===== config.mk =====
export PLATFORM = sky130hd
export DESIGN_NAME = gcmd_front
export DESIGN_NICKNAME = d
export VERILOG_FILES = /design/src/rtl/gcmd_pkg.sv /design/src/rtl/gcmd_fifo.sv /design/src/rtl/gcmd_seq.sv /design/src/rtl/gcmd_front.sv
export SDC_FILE = /design/constraint.sdc
export NUM_CORES = 1
export LEC_CHECK = 0
export BUFFER_PORTS_ARGS = -buffer_cell sky130_fd_sc_hd__buf_2
export CAP_MARGIN = 5
export CORE_ASPECT_RATIO = 0.9
export CORE_UTILIZATION = 66
export CTS_BUF_LIST = sky130_fd_sc_hd__clkbuf_16
export DETAILED_ROUTE_END_ITERATION = 10
export PLACE_DENSITY = 0.84
export SYNTH_ARGS = -nofsm -noshare
export SYNTH_HDL_FRONTEND = slang
export SYNTH_SLANG_ARGS = --single-unit

===== constraint.sdc =====
create_clock -name clk -period 10.9 [get_ports clk]
set_input_delay 0.545 -clock clk [delete_from_list [all_inputs] [get_ports clk]]
set_output_delay 0.545 -clock clk [all_outputs]
set_load 0.03 [all_outputs]

===== src/rtl/gcmd_pkg.sv =====
package gcmd_pkg;
    localparam int WORD_W  = 32;
    localparam int DT_W    = 8;
    localparam int FIELD_W = 16;
    localparam int HDR_W   = DT_W + FIELD_W;
    localparam int BE_W    = WORD_W / 8;
    localparam int WC_W    = FIELD_W - 1;

    localparam int ST_CMD_EMPTY = 0;
    localparam int ST_CMD_FULL  = 1;
    localparam int ST_WP_EMPTY  = 2;
    localparam int ST_WP_FULL   = 3;
    localparam int ST_RP_EMPTY  = 4;
    localparam int ST_RP_FULL   = 5;
    localparam int ST_RD_BUSY   = 6;
    localparam int ST_OVF       = 7;

    typedef enum logic [1:0] {
        SQ_IDLE = 2'd0,
        SQ_HDR  = 2'd1,
        SQ_PLD  = 2'd2
    } sq_state_t;

    // Long packet types have a low nibble of 9 or above.
    function automatic logic carries_payload(input logic [DT_W-1:0] dt);
        return dt[3:0] >= 4'd9;
    endfunction

    function automatic logic [BE_W-1:0] tail_be(input logic [1:0] rem);
        case (rem)
            2'd1:    return 4'h1;
            2'd2:    return 4'h3;
            2'd3:    return 4'h7;
            default: return 4'hF;
        endcase
    endfunction
endpackage


===== src/rtl/gcmd_fifo.sv =====
module gcmd_fifo #(
    parameter int WIDTH = 32,
    parameter int DEPTH = 16
) (
    input  logic             clk,
    input  logic             rst_n,
    input  logic             push,
    input  logic [WIDTH-1:0] din,
    input  logic             pop,
    output logic [WIDTH-1:0] dout,
    output logic             empty,
    output logic             full,
    output logic             drop
);
    localparam int AW = (DEPTH > 1) ? $clog2(DEPTH) : 1;
    localparam int CW = AW + 1;

    logic [WIDTH-1:0] mem [DEPTH];
    logic [AW-1:0]    wptr, rptr;
    logic [CW-1:0]    cnt;
    logic             do_push, do_pop;

    assign empty   = (cnt == '0);
    assign full    = (cnt == CW'(DEPTH));
    assign do_push = push && !full;
    assign do_pop  = pop && !empty;
    assign drop    = push && full;
    assign dout    = mem[rptr];

    always_ff @(posedge clk) begin
        if (do_push) mem[wptr] <= din;
    end

    always_ff @(posedge clk or negedge rst_n) begin
        if (!rst_n) begin
            wptr <= '0;
            rptr <= '0;
            cnt  <= '0;
        end else begin
            if (do_push) wptr <= (wptr == AW'(DEPTH-1)) ? '0 : wptr + 1'b1;
            if (do_pop)  rptr <= (rptr == AW'(DEPTH-1)) ? '0 : rptr + 1'b1;
            case ({do_push, do_pop})
                2'b10:   cnt <= cnt + 1'b1;
                2'b01:   cnt <= cnt - 1'b1;
                default: cnt <= cnt;
            endcase
        end
    end

    assert_count_bound_R9: assert property (@(posedge clk) disable iff (!rst_n)
        cnt <= CW'(DEPTH));
    assert_drop_keeps_full_R9: assert property (@(posedge clk) disable iff (!rst_n)
        push && full && !pop |=> full);
    assert_empty_pop_ignored_R10: assert property (@(posedge clk) disable iff (!rst_n)
        empty && pop && !push |=> empty);
endmodule


===== src/rtl/gcmd_seq.sv =====
module gcmd_seq
    import gcmd_pkg::*;
(
    input  logic              clk,
    input  logic              rst_n,
    input  logic              cmd_empty,
    input  logic [HDR_W-1:0]  cmd_head,
    output logic              cmd_pop,
    input  logic              pld_empty,
    input  logic [WORD_W-1:0] pld_head,
    output logic              pld_pop,
    output logic              pkt_valid,
    input  logic              pkt_ready,
    output logic              pkt_hdr,
    output logic [WORD_W-1:0] pkt_data,
    output logic [BE_W-1:0]   pkt_be,
    output logic              pkt_last
);
    sq_state_t          st, st_n;
    logic [WC_W-1:0]    wleft, wleft_n;
    logic [FIELD_W-1:0] field;
    logic [DT_W-1:0]    dtype;
    logic [FIELD_W:0]   wsum;
    logic [WC_W-1:0]    nwords;
    logic               hdr_only, last_word, fire;

    assign dtype     = cmd_head[DT_W-1:0];
    assign field     = cmd_head[HDR_W-1:DT_W];
    assign wsum      = {1'b0, field} + (FIELD_W+1)'(3);
    assign nwords    = wsum[FIELD_W:2];
    assign hdr_only  = !carries_payload(dtype) || (nwords == '0);
    assign last_word = (wleft == WC_W'(1));
    assign fire      = pkt_valid && pkt_ready;

    always_ff @(posedge clk or negedge rst_n) begin
        if (!rst_n) begin
            st    <= SQ_IDLE;
            wleft <= '0;
        end else begin
            st    <= st_n;
            wleft <= wleft_n;
        end
    end

    always_comb begin
        st_n    = st;
        wleft_n = wleft;
        unique case (st)
            SQ_IDLE: if (!cmd_empty) st_n = SQ_HDR;
            SQ_HDR: if (fire) begin
                if (hdr_only) begin
                    st_n = SQ_IDLE;
                end else begin
                    st_n    = SQ_PLD;
                    wleft_n = nwords;
                end
            end
            SQ_PLD: if (fire) begin
                wleft_n = wleft - 1'b1;
                if (last_word) st_n = SQ_IDLE;
            end
            default: st_n = SQ_IDLE;
        endcase
    end

    always_comb begin
        pkt_valid = 1'b0;
        pkt_hdr   = 1'b0;
        pkt_data  = '0;
        pkt_be    = '0;
        pkt_last  = 1'b0;
        cmd_pop   = 1'b0;
        pld_pop   = 1'b0;
        unique case (st)
            SQ_IDLE: ;
            SQ_HDR: begin
                pkt_valid = 1'b1;
                pkt_hdr   = 1'b1;
                pkt_data  = {{(WORD_W-HDR_W){1'b0}}, cmd_head};
                pkt_be    = 4'h7;
                pkt_last  = hdr_only;
                cmd_pop   = pkt_ready && hdr_only;
            end
            SQ_PLD: begin
                pkt_valid = !pld_empty;
                pkt_data  = pld_head;
                pkt_last  = last_word;
                pkt_be    = last_word ? tail_be(field[1:0]) : 4'hF;
                pld_pop   = !pld_empty && pkt_ready;
                cmd_pop   = !pld_empty && pkt_ready && last_word;
            end
            default: ;
        endcase
    end

    assert_beat_hold_R6: assert property (@(posedge clk) disable iff (!rst_n)
        pkt_valid && !pkt_ready |=> pkt_valid && $stable(pkt_data) && $stable(pkt_last));
    assert_cmd_pop_on_last_R8: assert property (@(posedge clk) disable iff (!rst_n)
        cmd_pop |-> pkt_valid && pkt_ready && pkt_last);
    assert_pld_pop_payload_R3: assert property (@(posedge clk) disable iff (!rst_n)
        pld_pop |-> !pkt_hdr && pkt_ready && !pld_empty);
    assert_no_pop_empty_R6: assert property (@(posedge clk) disable iff (!rst_n)
        pld_empty |-> !pld_pop);
endmodule


===== src/rtl/gcmd_front.sv =====
module gcmd_front
    import gcmd_pkg::*;
#(
    parameter int CMD_DEPTH = 4,
    parameter int PLD_DEPTH = 16
) (
    input  logic              clk,
    input  logic              rst_n,
    input  logic              hdr_wr,
    input  logic [23:0]       hdr_wdata,
    input  logic              pld_wr,
    input  logic [31:0]       pld_wdata,
    input  logic              stat_rd,
    output logic [7:0]        status,
    input  logic              rdp_rd,
    output logic [31:0]       rdp_rdata,
    input  logic              rdp_push,
    input  logic [31:0]       rdp_pdata,
    input  logic              rd_busy,
    output logic              pkt_valid,
    input  logic              pkt_ready,
    output logic              pkt_hdr,
    output logic [31:0]       pkt_data,
    output logic [3:0]        pkt_be,
    output logic              pkt_last
);
    logic [HDR_W-1:0]  cmd_head;
    logic [WORD_W-1:0] pld_head;
    logic cmd_empty, cmd_full, cmd_drop, cmd_pop;
    logic pld_empty, pld_full, pld_drop, pld_pop;
    logic rp_empty, rp_full, rp_drop;
    logic ovf;

    gcmd_fifo #(.WIDTH(HDR_W), .DEPTH(CMD_DEPTH)) u_cmdq (
        .clk(clk), .rst_n(rst_n), .push(hdr_wr), .din(hdr_wdata),
        .pop(cmd_pop), .dout(cmd_head), .empty(cmd_empty), .full(cmd_full),
        .drop(cmd_drop));

    gcmd_fifo #(.WIDTH(WORD_W), .DEPTH(PLD_DEPTH)) u_wpq (
        .clk(clk), .rst_n(rst_n), .push(pld_wr), .din(pld_wdata),
        .pop(pld_pop), .dout(pld_head), .empty(pld_empty), .full(pld_full),
        .drop(pld_drop));

    gcmd_fifo #(.WIDTH(WORD_W), .DEPTH(PLD_DEPTH)) u_rpq (
        .clk(clk), .rst_n(rst_n), .push(rdp_push), .din(rdp_pdata),
        .pop(rdp_rd), .dout(rdp_rdata), .empty(rp_empty), .full(rp_full),
        .drop(rp_drop));

    gcmd_seq u_seq (
        .clk(clk), .rst_n(rst_n),
        .cmd_empty(cmd_empty), .cmd_head(cmd_head), .cmd_pop(cmd_pop),
        .pld_empty(pld_empty), .pld_head(pld_head), .pld_pop(pld_pop),
        .pkt_valid(pkt_valid), .pkt_ready(pkt_ready), .pkt_hdr(pkt_hdr),
        .pkt_data(pkt_data), .pkt_be(pkt_be), .pkt_last(pkt_last));

    always_ff @(posedge clk or negedge rst_n) begin
        if (!rst_n)                             ovf <= 1'b0;
        else if (cmd_drop || pld_drop || rp_drop) ovf <= 1'b1;
        else if (stat_rd)                       ovf <= 1'b0;
    end

    always_comb begin
        status               = '0;
        status[ST_CMD_EMPTY] = cmd_empty;
        status[ST_CMD_FULL]  = cmd_full;
        status[ST_WP_EMPTY]  = pld_empty;
        status[ST_WP_FULL]   = pld_full;
        status[ST_RP_EMPTY]  = rp_empty;
        status[ST_RP_FULL]   = rp_full;
        status[ST_RD_BUSY]   = rd_busy;
        status[ST_OVF]       = ovf;
    end

    assert_ovf_sticky_R9: assert property (@(posedge clk) disable iff (!rst_n)
        ovf && !stat_rd |=> ovf);
    assert_ovf_on_drop_R9: assert property (@(posedge clk) disable iff (!rst_n)
        hdr_wr && cmd_full |=> status[ST_OVF]);
endmodule


After elaboration in Yosys (flattened, before gate mapping)
Memory sizes are Yosys's and may differ from the RTL's.
Index checks and enable logic that the tools add are counted.
{ "word_totals": {"reg_bits": 51, "latchBits": 0, "mem_bits_rw": 1120, "mem_bits_ro": 0, "inputBits": 97, "out_inout_bits": 79, "wordCells": 127, "mem_count": 3} }
{ "memory_table": {"columns": ["name", "words", "word_bits", "rd", "rd_ports_with_merged_regs", "wr", "line_no", "text"], "rows": [
  ["u_rpq.mem", 16, 32, 1, 0, 1, "gcmd_fifo.sv:18", "logic [WIDTH-1:0] mem [DEPTH];"],
  ["u_wpq.mem", 16, 32, 1, 0, 1, "gcmd_fifo.sv:18", null],
  ["u_cmdq.mem", 4, 24, 1, 0, 1, "gcmd_fifo.sv:18", null]
]} }
{ "classes": {"addsub": 14, "mul": 0, "div_mod_pow": 0, "magnitude_cmp": 1, "n_eq_ne": 26, "shift": 0, "mux": 36, "bitwise": 0, "n_reduce_logical": 35} }
{ "ops": {"columns": ["operator", "n"], "rows": [
  ["32-bit one-hot mux with 2 select lines", 1],
  ["15-bit two-way mux", 3],
  ["15-bit one-hot mux with 2 select lines", 1],
  ["4-bit two-way mux", 5],
  ["5-bit one-hot mux with 2 select lines", 2],
  ["16-bit by 2-bit adder with 17-bit output (second input constant)", 1],
  ["4-bit by 1-bit adder with 4-bit output (second input constant)", 4],
  ["2-bit equality test (second input constant)", 8],
  ["4-bit equality test (second input constant)", 4],
  ["15-bit by 1-bit equality test with 1-bit output (second input constant)", 1],
  ["15-bit zero test", 1],
  ["15-bit by 1-bit subtractor with 15-bit output (second input constant)", 1],
  ["2-bit two-way mux", 7],
  ["1-bit logical AND", 13],
  ["4-bit one-hot mux with 3 select lines", 1],
  ["5-bit by 1-bit adder with 5-bit output (second input constant)", 2],
  ["2-bit by 1-bit equality test with 1-bit output (second input constant)", 5],
  ["5-bit equality test (second input constant)", 2],
  ["5-bit zero test", 2],
  ["1-bit two-way mux", 10],
  ["2-bit nonzero test", 5],
  ["5-bit by 1-bit subtractor with 5-bit output (second input constant)", 2],
  ["4-bit one-hot mux with 2 select lines", 1],
  ["4-bit AND reduction", 2],
  ["other kinds (14)", 28]
]} }

Longest topological paths before layout
Gate-level depths: netlist of the first run.
An unclocked memory read counts as a cell.
{ "logic_depth": {"ltp_word": 9, "mapped_depth": 18} }

By module
A second synthesis of the first run with hierarchy kept.
{ "hier_totals": {"hier_cells": 2241, "area_unflattened_um2": 46224.3} }
{ "by_module_without_submodules": {"columns": ["mod", "n_inst", "cells_per_inst", "area_each_um2"], "rows": [
  ["gcmd_fifo at u_rpq", 1, 891, 19996.7],
  ["gcmd_fifo at u_wpq", 1, 891, 19985.4],
  ["gcmd_fifo at u_cmdq", 1, 167, 3972.6],
  ["gcmd_seq", 1, 280, 2165.8],
  ["gcmd_front", 1, 12, 103.8]
]} }

Worst setup path after synthesis of the first run
Ideal clock, no wire load.
{ "synth_path": {"path_type": "register to output", "startpoint": "register u_cmdq.rptr[0]", "endpoint": "output port pkt_last", "arrival_time_ps": 3352, "t_required_ps": 10355, "path_slack_ps": 7003, "path_stages_with_launch": 14, "cell_sequence": "dfrtp_1 > buf_6 > mux4_2 > inv_1 > ha_1 > nor2b_1 > a22oi_2 > o21a_1 > o21ai_1 > a2111oi_4 > a21o_4 > buf_12 > a22oi_1 > nor2b_1"} }
{ "synth_via": {"elab_chain_cells": 5, "elab_cells_between_ends": 7, "cone_classes": "add/sub: 1; order compare: 1; mux: 1; reduce/logical: 3; memory: 1"} }
{ "synth_rtl": {"columns": ["item", "line_no", "text"], "rows": [
  ["from (decl)", "gcmd_fifo.sv:19", "logic [AW-1:0] wptr, rptr;"],
  ["from (signal assigned)", "gcmd_fifo.sv:41", "if (do_pop) rptr <= (rptr == AW'(DEPTH-1)) ? '0 : rptr + 1'b1;"],
  ["memory 4 x 24 bit (*)", null, null],
  ["16-bit by 2-bit adder with 17-bit output / 4-bit greater-or-equal comparator (equally long branches)", "gcmd_seq.sv:29, gcmd_pkg.sv:26", null],
  ["15-bit zero test / 1-bit zero test (equally long branches)", "gcmd_seq.sv:31", "assign hdr_only = !carries_payload(dtype) || (nwords == '0);"],
  ["1-bit logical OR (*)", "gcmd_seq.sv:31", null],
  ["1-bit one-hot mux with 2 select lines (*)", "gcmd_seq.sv:74", "unique case (st)"],
  ["to (decl)", "gcmd_front.sv:25", "output logic pkt_last"]
]} }
Every way passes the cells marked *; elsewhere a longest branch is shown, timed or not.

Worst setup path in the final report of the first run
{ "layout_path": {"startpoint": "register u_wpq.rptr[0]", "endpoint": "output port pkt_data[14]"} }
{ "layout_via": {"elab_chain_cells": 2} }
{ "layout_rtl": {"columns": ["item", "line_no", "text"], "rows": [
  ["from (decl)", "gcmd_fifo.sv:19", null],
  ["from (signal assigned)", "gcmd_fifo.sv:41", null],
  ["memory 16 x 32 bit", null, null],
  ["32-bit one-hot mux with 2 select lines", "gcmd_seq.sv:74", null],
  ["to (decl)", "gcmd_front.sv:23", "output logic [31:0] pkt_data,"]
]} }
Every way passes these cells.

==> results of run 1 <==
-- worst max-delay path by stage --
stage                         startpoint           end  slack (ns)  depth (start not counted)
final                      u_wpq.rptr[0]  pkt_data[14]        6.02                          5
after floorplan           u_cmdq.rptr[0]      pkt_last        7.00                         13
after CTS                  u_wpq.rptr[0]  pkt_data[14]        5.93                          5
after global placement     u_wpq.rptr[0]  pkt_data[19]        6.76                          5
after global routing       u_wpq.rptr[0]  pkt_data[14]        5.80                          5
after detailed placement   u_wpq.rptr[0]  pkt_data[14]        6.73                          5
-- final cells by class --
cell class | instances | area [µm²]
Tap cell | 930 | 1164
Clock inverter | 89 | 819.5
Timing Repair Buffer | 221 | 1241
Inverter | 42 | 157.7
Sequential cell | 1171 | 34930
Multi-Input combinational cell | 756 | 10950
Antenna cell | 9 | 22.52
Clock buffer | 110 | 2753
Fill cell | 3458 | 16960
-- placed cells by master, fill, tap and decap left out, types with 9 or more instances in the layout --
cell type / synthesis / final
clkinv_1: 1 / 25
clkbuf_16: 0 / 110
nor3_2: 1 / 9
inv_1: 41 / 59
diode_2: 0 / 9
nor2b_1: 13 / 13
a211oi_1: 13 / 13
mux4_2: 341 / 341
dfrtp_1: 51 / 43
xnor2_1: 14 / 14
mux2_2: 10 / 10
o21ai_0: 29 / 29
nand2_1: 54 / 54
nor2_4: 0 / 24
clkinv_2: 0 / 19
a21oi_1: 14 / 14
a32o_1: 20 / 20
xor2_1: 16 / 16
a21o_1: 9 / 9
buf_4: 11 / 46
nand3_1: 17 / 17
buf_2: 2 / 173
ha_1: 32 / 31
and3_1: 11 / 11
bufinv_16: 0 / 13
nor2_1: 46 / 22
edfxtp_1: 1120 / 1120
-- power by group --
part	internal, mW	switching (mW)	total [mW]
combinational	1.81	2.47	4.28
sequential	5.46	0.390	5.85
clock	2.15	1.69	3.83
-- metal layers --
layer / vias up / routed length [µm] / track usage / part of all wire
met1: 12450 / 41350 / 0.4566 / 0.36
met5: - / 126 / 0.006930 / 0.0011
met3: 355 / 12500 / 0.07732 / 0.11
li1: 9228 / - / - / -
met4: 10 / 4656 / 0.1266 / 0.040
met2: 1905 / 56870 / 0.5364 / 0.49
-- cell families (layout without fill, tap and decap cells) --
family | Yosys count | in the layout
fa+ha+maj | 35 | 35
compound gates | 132 | 132
mux | 359 | 359
simple gates | 200 | 200
other cells | 0 | 9
flops | 1171 | 1171
xor+xnor | 30 | 30
buf+inv | 162 | 462
-- flip-flops by register name (all words and copies together), names as in the netlist --
| register | count |
|---|---|
| u_rpq.mem | 512 |
| u_wpq.mem | 512 |
| u_cmdq.mem | 96 |
| u_seq.wleft | 15 |
| u_rpq.cnt | 5 |
| u_wpq.cnt | 5 |
| u_rpq.rptr | 4 |
| u_rpq.wptr | 4 |
| u_wpq.rptr | 4 |
| u_wpq.wptr | 4 |
| u_cmdq.cnt | 3 |
| u_cmdq.rptr | 2 |
| u_cmdq.wptr | 2 |
| u_seq.st | 2 |
| ovf | 1 |
==> impl_metrics.yaml, run 1 <==
run_status:
  outcome: "completed"
synth:
  netlist_instances: 2089
  yosysUniqueCellTypes: 71
  synthTopCellsByCount: "edfxtp_1, mux4_2, clkbuf_1"
  yosysSeqAreaShare: 0.7531
  synth_edf_count: 1120
  synth_top_family_by_area: "multiplexers"
  synth_ff_type: "edfxtp_1"
  synthXorXnorAreaFrac: 0.005669
  ys_top_cells_by_area: "edfxtp_1, mux4_2, dfrtp_1"
  yosys_register_bits: 1171
  synthSimpleGateAreaFrac: 0.02243
  yosys.area.top_type: "edfxtp_1"
  synth_area_um2: 46350
  synth_compound_area_frac: 0.02276
  synth_most_common_cell: "edfxtp_1"
  syn_area_per_cell_um2: 22.19
  synth_fp_nets: 2221
  synthAdderAreaFrac: 0.009934
  synth_top_area_frac: 0.7256
  synth_warnings: 0
  async_flop_share: 0.04355
  synth_mux_area_frac: 0.1707
sta:
  min_period_over_period: 0.4481
  slew_violations: 0
  finalClockSkew_ns: 0.02420
  grt_setup_unrepaired: "false"
  fin_hold_ws_ns: 0.08580
  worstMarginPinSlew_ns: 1.195
  finalWorstSetupSlack_ns: 6.016
  fin_tns_setup_ns: 0
  fin_crit_ns: 4.884
  slew_headroom: 0.2031
  timing.fmax_mhz: 204.7
  hold_viol: 0
  setup-violations-final: 0
die:
  dieArea_um2: 71290
  fp.dieH_um: 253.4
  io_pins: 176
  core_region_area_um2: 69000
  die_x_um: 281.3
  num_rows: 91
  start_util: 0.6718
power_and_ir_drop:
  p_leak_nw: 16.95
  power_density_nw_per_um2: 268.2
  ir_drop_uv: 236.4
  total_power_mw: 13.96
clocking:
  cts_setup_buffers: 0
  postCtsResizedCells: 0
  hold_buffers: 1
  cts_sinks: 1171
  clock_latency_ns: 0.69
  cts_tree: "yes"
  clockBufferDepth: 3
  root_buffer: "clkbuf_16"
  h-tree-depth: 3
  cts-buffers-inserted: 109
  clkTransAtPathRegs_ns: 0.07
setup_path:
  reg2regPathDepth: 9
  path_delay_family: "multiplexers"
  cp_slowest_cell: "dfrtp_4"
  r2r_setup_slack_ns: 6.51
  startpoint_type: "flop"
  critPathBufInv: 2
  slowest_delay_ns: 1.00
  crit-reg2reg-launch: "u_seq.st[0]"
  timing.critical_path.mode_cell: "mux4_2"
  required_ns: 10.36
  path_max_fanout: 48
  worst-endpoint-arrival_ns: 4.34
  crit_chain: "buf_4, mux4_2, mux4_2, a32o_1, buf_2"
  r2r-end: "u_seq.wleft[10]"
  cp-end-kind: "primary output"
  worst-setup-path-type: "reg2out"
worst_hold_path:
  hold_depth: 1
  hp-class: "in2reg"
  min_to: "u_cmdq.mem[0][13]"
  hp-start: "hdr_wdata[13]"
global_route:
  overflow: 0
  grt.total_usage: 0.3347
  grt_max_degree: 121
  grt_pass1_wl_um: 166500
  antenna_found_initial: 10
  grt_pass1_vias: 24480
cells_and_area:
  fin_util: 0.7542
  final_cells: 3328
  stdcell_area_um2: 52040
  drive_above_1_share: 0.3307
  area_growth_pct: 12.27
  finalNetCount: 2433
drt:
  first_pass_iters: 9
  via_count: 23950
  final_antenna_net_count: 0
  routed_wl_um: 115500
  drc: 0
  viasPerCell: 7.197
  dr.first_iter.drc_count: 3548
  post_drt_wl_per_cell_um: 34.70
placed_design:
  dp_hpwl_um: 56970
  io_buffer_count: 173
  dp_slack_ns: 6.725
  place_congestion: 0.9131
  dp.cells: 3119
  post_dp_cell_area_um2: 48430
job:
  drv_cap: 0
Note: power is estimated with default switching activity, not from simulation.
==> inputs of run 2 (changes only) <==
--- a/config.mk
+++ b/config.mk
@@ -5,13 +5,14 @@
 export SDC_FILE = /design/constraint.sdc
 export NUM_CORES = 1
 export LEC_CHECK = 0
+export ABC_AREA = 1
 export BUFFER_PORTS_ARGS = -buffer_cell sky130_fd_sc_hd__buf_2
 export CAP_MARGIN = 5
 export CORE_ASPECT_RATIO = 0.9
-export CORE_UTILIZATION = 66
+export CORE_UTILIZATION = 62
 export CTS_BUF_LIST = sky130_fd_sc_hd__clkbuf_16
 export DETAILED_ROUTE_END_ITERATION = 10
-export PLACE_DENSITY = 0.84
+export PLACE_DENSITY = 0.8
 export SYNTH_ARGS = -nofsm -noshare
 export SYNTH_HDL_FRONTEND = slang
 export SYNTH_SLANG_ARGS = --single-unit
==> constraint.sdc (replaced) <==
create_clock -name clk -period 4.7 [get_ports clk]
set_input_delay 0.235 -clock clk [delete_from_list [all_inputs] [get_ports clk]]
set_output_delay 0.235 -clock clk [all_outputs]
set_load 0.03 [all_outputs]
==> impl_metrics.yaml, run 2 <==
clocking:
  h-tree-depth: 3
  cts_sinks: 1171
  root_buffer: "clkbuf_16"
  cts_tree: "yes"
  clock_latency_ns: 0.71
  clkTransAtPathRegs_ns: 0.06
  cts-buffers-inserted: 111
  hold_buffers: 94
  cts_setup_buffers: 0
  clockBufferDepth: 3
  postCtsResizedCells: 0
synth:
  synth_warnings: 0
  synth_most_common_cell: "edfxtp_1"
  ys_top_cells_by_area: "edfxtp_1, nor2_1, nand2_1"
  synth_fp_nets: 3718
  yosys_register_bits: 1171
  async_flop_share: 0.04355
  synth_ff_type: "edfxtp_1"
  synth_edf_count: 1120
  yosysSeqAreaShare: 0.7348
  yosysUniqueCellTypes: 47
  netlist_instances: 3586
  yosys.area.top_type: "edfxtp_1"
  synth_area_um2: 47510
  syn_area_per_cell_um2: 13.25
  synthTopCellsByCount: "edfxtp_1, nor2_1, nand2_1"
  synth_top_area_frac: 0.7079
sta:
  finalWorstSetupSlack_ns: 0.5515
  worstMarginPinSlew_ns: 1.313
  fin_tns_setup_ns: 0
  timing.fmax_mhz: 241.1
  finalClockSkew_ns: 0.05977
  setup-violations-final: 0
  grt_setup_unrepaired: "false"
  fin_crit_ns: 4.148
  hold_viol: 0
  min_period_over_period: 0.8827
  fin_hold_ws_ns: 0.07970
  slew_violations: 0
  slew_headroom: 0.1239
drt:
  drc: 0
  via_count: 30890
  post_drt_wl_per_cell_um: 23.61
  dr.first_iter.drc_count: 4364
  first_pass_iters: 6
  viasPerCell: 6.274
  final_antenna_net_count: 0
  routed_wl_um: 116300
setup_path:
  worst-setup-path-type: "reg2out"
  path_delay_family: "simple AND/OR/NAND/NOR gates"
  cp-end-kind: "primary output"
  r2r-end: "u_cmdq.cnt[2]"
  worst-endpoint-arrival_ns: 3.91
  required_ns: 4.47
  worstSetupEndpoint: "pkt_last"
  crit-reg2reg-launch: "u_cmdq.rptr[0]"
  r2r_setup_slack_ns: 0.77
  reg2regPathDepth: 24
  cp-startpoint: "u_cmdq.rptr[0]"
  crit_chain: "inv_4, buf_4, nand2_1, nand2_1, nand2_1, nand2_1, nand3_1, nor2_2, nand3_1, nand2_1, nand2_1, nor2_1, nand2_1, nand2_2, nand2_4, a21boi_0, buf_2"
  critPathBufInv: 3
  timing.critical_path.mode_cell: "nand2_1"
  cp_num_cells: 17
  slowest_delay_ns: 0.55
  path_max_fanout: 40
  startpoint_type: "flop"
  cp_slowest_cell: "dfrtp_1"
power_and_ir_drop:
  ir_drop_uv: 550.7
  power_density_nw_per_um2: 613.9
  p_leak_nw: 18.71
global_route:
  grtUsageMet2: 0.4657
  grtUsageMet3: 0.06112
  antenna_found_initial: 7
  overflow: 0
  grt_pass1_wl_um: 174800
  top_usage_layer: "met2"
  grt_max_degree: 190
  grt_use_met1: 0.4241
  grt.total_usage: 0.2973
  grt_pass1_vias: 30050
placed_design:
  place_congestion: 0.9442
  io_buffer_count: 173
  dp.cells: 4625
  dp_slack_ns: 0.7979
  dp_hpwl_um: 62530
cells_and_area:
  fin_util: 0.7211
  finalNetCount: 3946
  drive_above_1_share: 0.1270
  area_growth_pct: 14.21
  final_cells: 4924
  reg_top3: "u_rpq.mem x512, u_wpq.mem x512, u_cmdq.mem x96"
  layout_commonest_cell: "edfxtp_1"
  mostFrequentLayoutCells: "edfxtp_1, nor2_1, nand2_1, o21ai_0, buf_2"
die:
  start_util: 0.6314
  core_region_area_um2: 75240
  num_rows: 95
  die_x_um: 293.8
  fp.dieH_um: 264.6
  io_pins: 176
  dieArea_um2: 77740
worst_hold_path:
  hp-class: "in2reg"
run_status:
  outcome: "completed"
job:
  drv_cap: 0
==> run 2: cell count changes after synthesis, moves of 22 or more <==
| cell | before | now |
|---|---|---|
| mux2i_1 | 4 | 108 |
| o32ai_1 | 7 | 148 |
| mux4_2 | 341 | 0 |
| clkbuf_1 | 68 | 176 |
| nor2_1 | 46 | 642 |
| nand3_1 | 17 | 165 |
| o211ai_1 | 1 | 23 |
| o21ai_0 | 29 | 319 |
| o221ai_1 | 0 | 108 |
| inv_1 | 41 | 81 |
| nand2_1 | 54 | 427 |
==> run 2: worst min-delay path by stage <==
| stage | cells after the start | slack (ns) | startpoint | to |
|---|---|---|---|---|
| 6_report | 4 | 0.08 | pld_wr | u_wpq.wptr[3] |
| 5_1_grt | 4 | 0.13 | pld_wr | u_wpq.wptr[3] |
| 4_1_cts | 4 | 0.05 | pld_wr | u_wpq.wptr[3] |
| 3_5_place_dp | 2 | 0.41 | rst_n | ovf |
| 3_3_place_gp | 2 | 0.41 | rst_n | ovf |
| 2_1_floorplan | 0 | -0.06 | rst_n | ovf |
==> run 2: worst register-to-register path, stage by stage (launching register included) <==
cell	delay (ns)
dfrtp_1	0.55
inv_4	0.18
buf_4	0.38
nand2_1	0.14
nand2_1	0.09
nand2_1	0.05
nand2_1	0.16
nand3_1	0.18
nor2_2	0.21
nand3_1	0.10
nand2_1	0.10
nand2_1	0.06
nor2_1	0.10
nand2_1	0.08
nand2_2	0.09
nand2_4	0.08
nand2_1	0.13
nand2_1	0.10
inv_1	0.07
ha_1	0.14
inv_1	0.06
fa_1	0.37
a21oi_1	0.14
o21ai_0	0.11
xor2_1	0.15
==> run 2: power breakdown <==
| part | internal [mW] | switching [mW] | total, mW |
|---|---|---|---|
| Combinational | 3.15 | 7.74 | 10.9 |
| Sequential | 12.7 | 0.742 | 13.4 |
| Clock | 5.10 | 3.89 | 8.98 |
| Total | 20.9 | 12.4 | 33.3 |
==> run 2: stage by stage <==
step	instance area, µm²	power (mW)
floorplan	47510	20.77
global placement	49610	23.87
detailed placement	49610	24.17
CTS	54250	33.19
global route	54250	34.70
finish	54260	33.31
==> run 2: kinds of logic (layout without fill, tap and decap cells) <==
kind of cell | after synthesis | count (layout) | share of synthesized area
adder cells (fa/ha/maj) | 35 | 35 | 0.009692
other | 0 | 2 | 0
flip-flops | 1171 | 1171 | 0.7348
XOR/XNOR | 18 | 18 | 0.003318
multiplexers | 108 | 108 | 0.02275
buffers and inverters | 318 | 636 | 0.02784
AO/OA/AOI/OAI | 651 | 651 | 0.09215
AND/OR/NAND/NOR | 1285 | 1285 | 0.1095
==> run 2: layer usage <==
layer / vias to the layer above / wire length, µm
li1: 13740 / -
met1: 15120 / 46240
met2: 1780 / 54720
met3: 249 / 12140
met4: 8 / 3123
met5: - / 43
==> run 2: layout make-up <==
class | instances | area [µm²]
tap | 1018 | 1274
fill | 4561 | 20980
sequential | 1171 | 34930
timing repair buffer | 341 | 2450
multi-input combinational | 2097 | 11540
inverter | 92 | 360.3
clock inverter | 92 | 922.1
clock buffer | 111 | 2778
antenna | 2 | 5.005
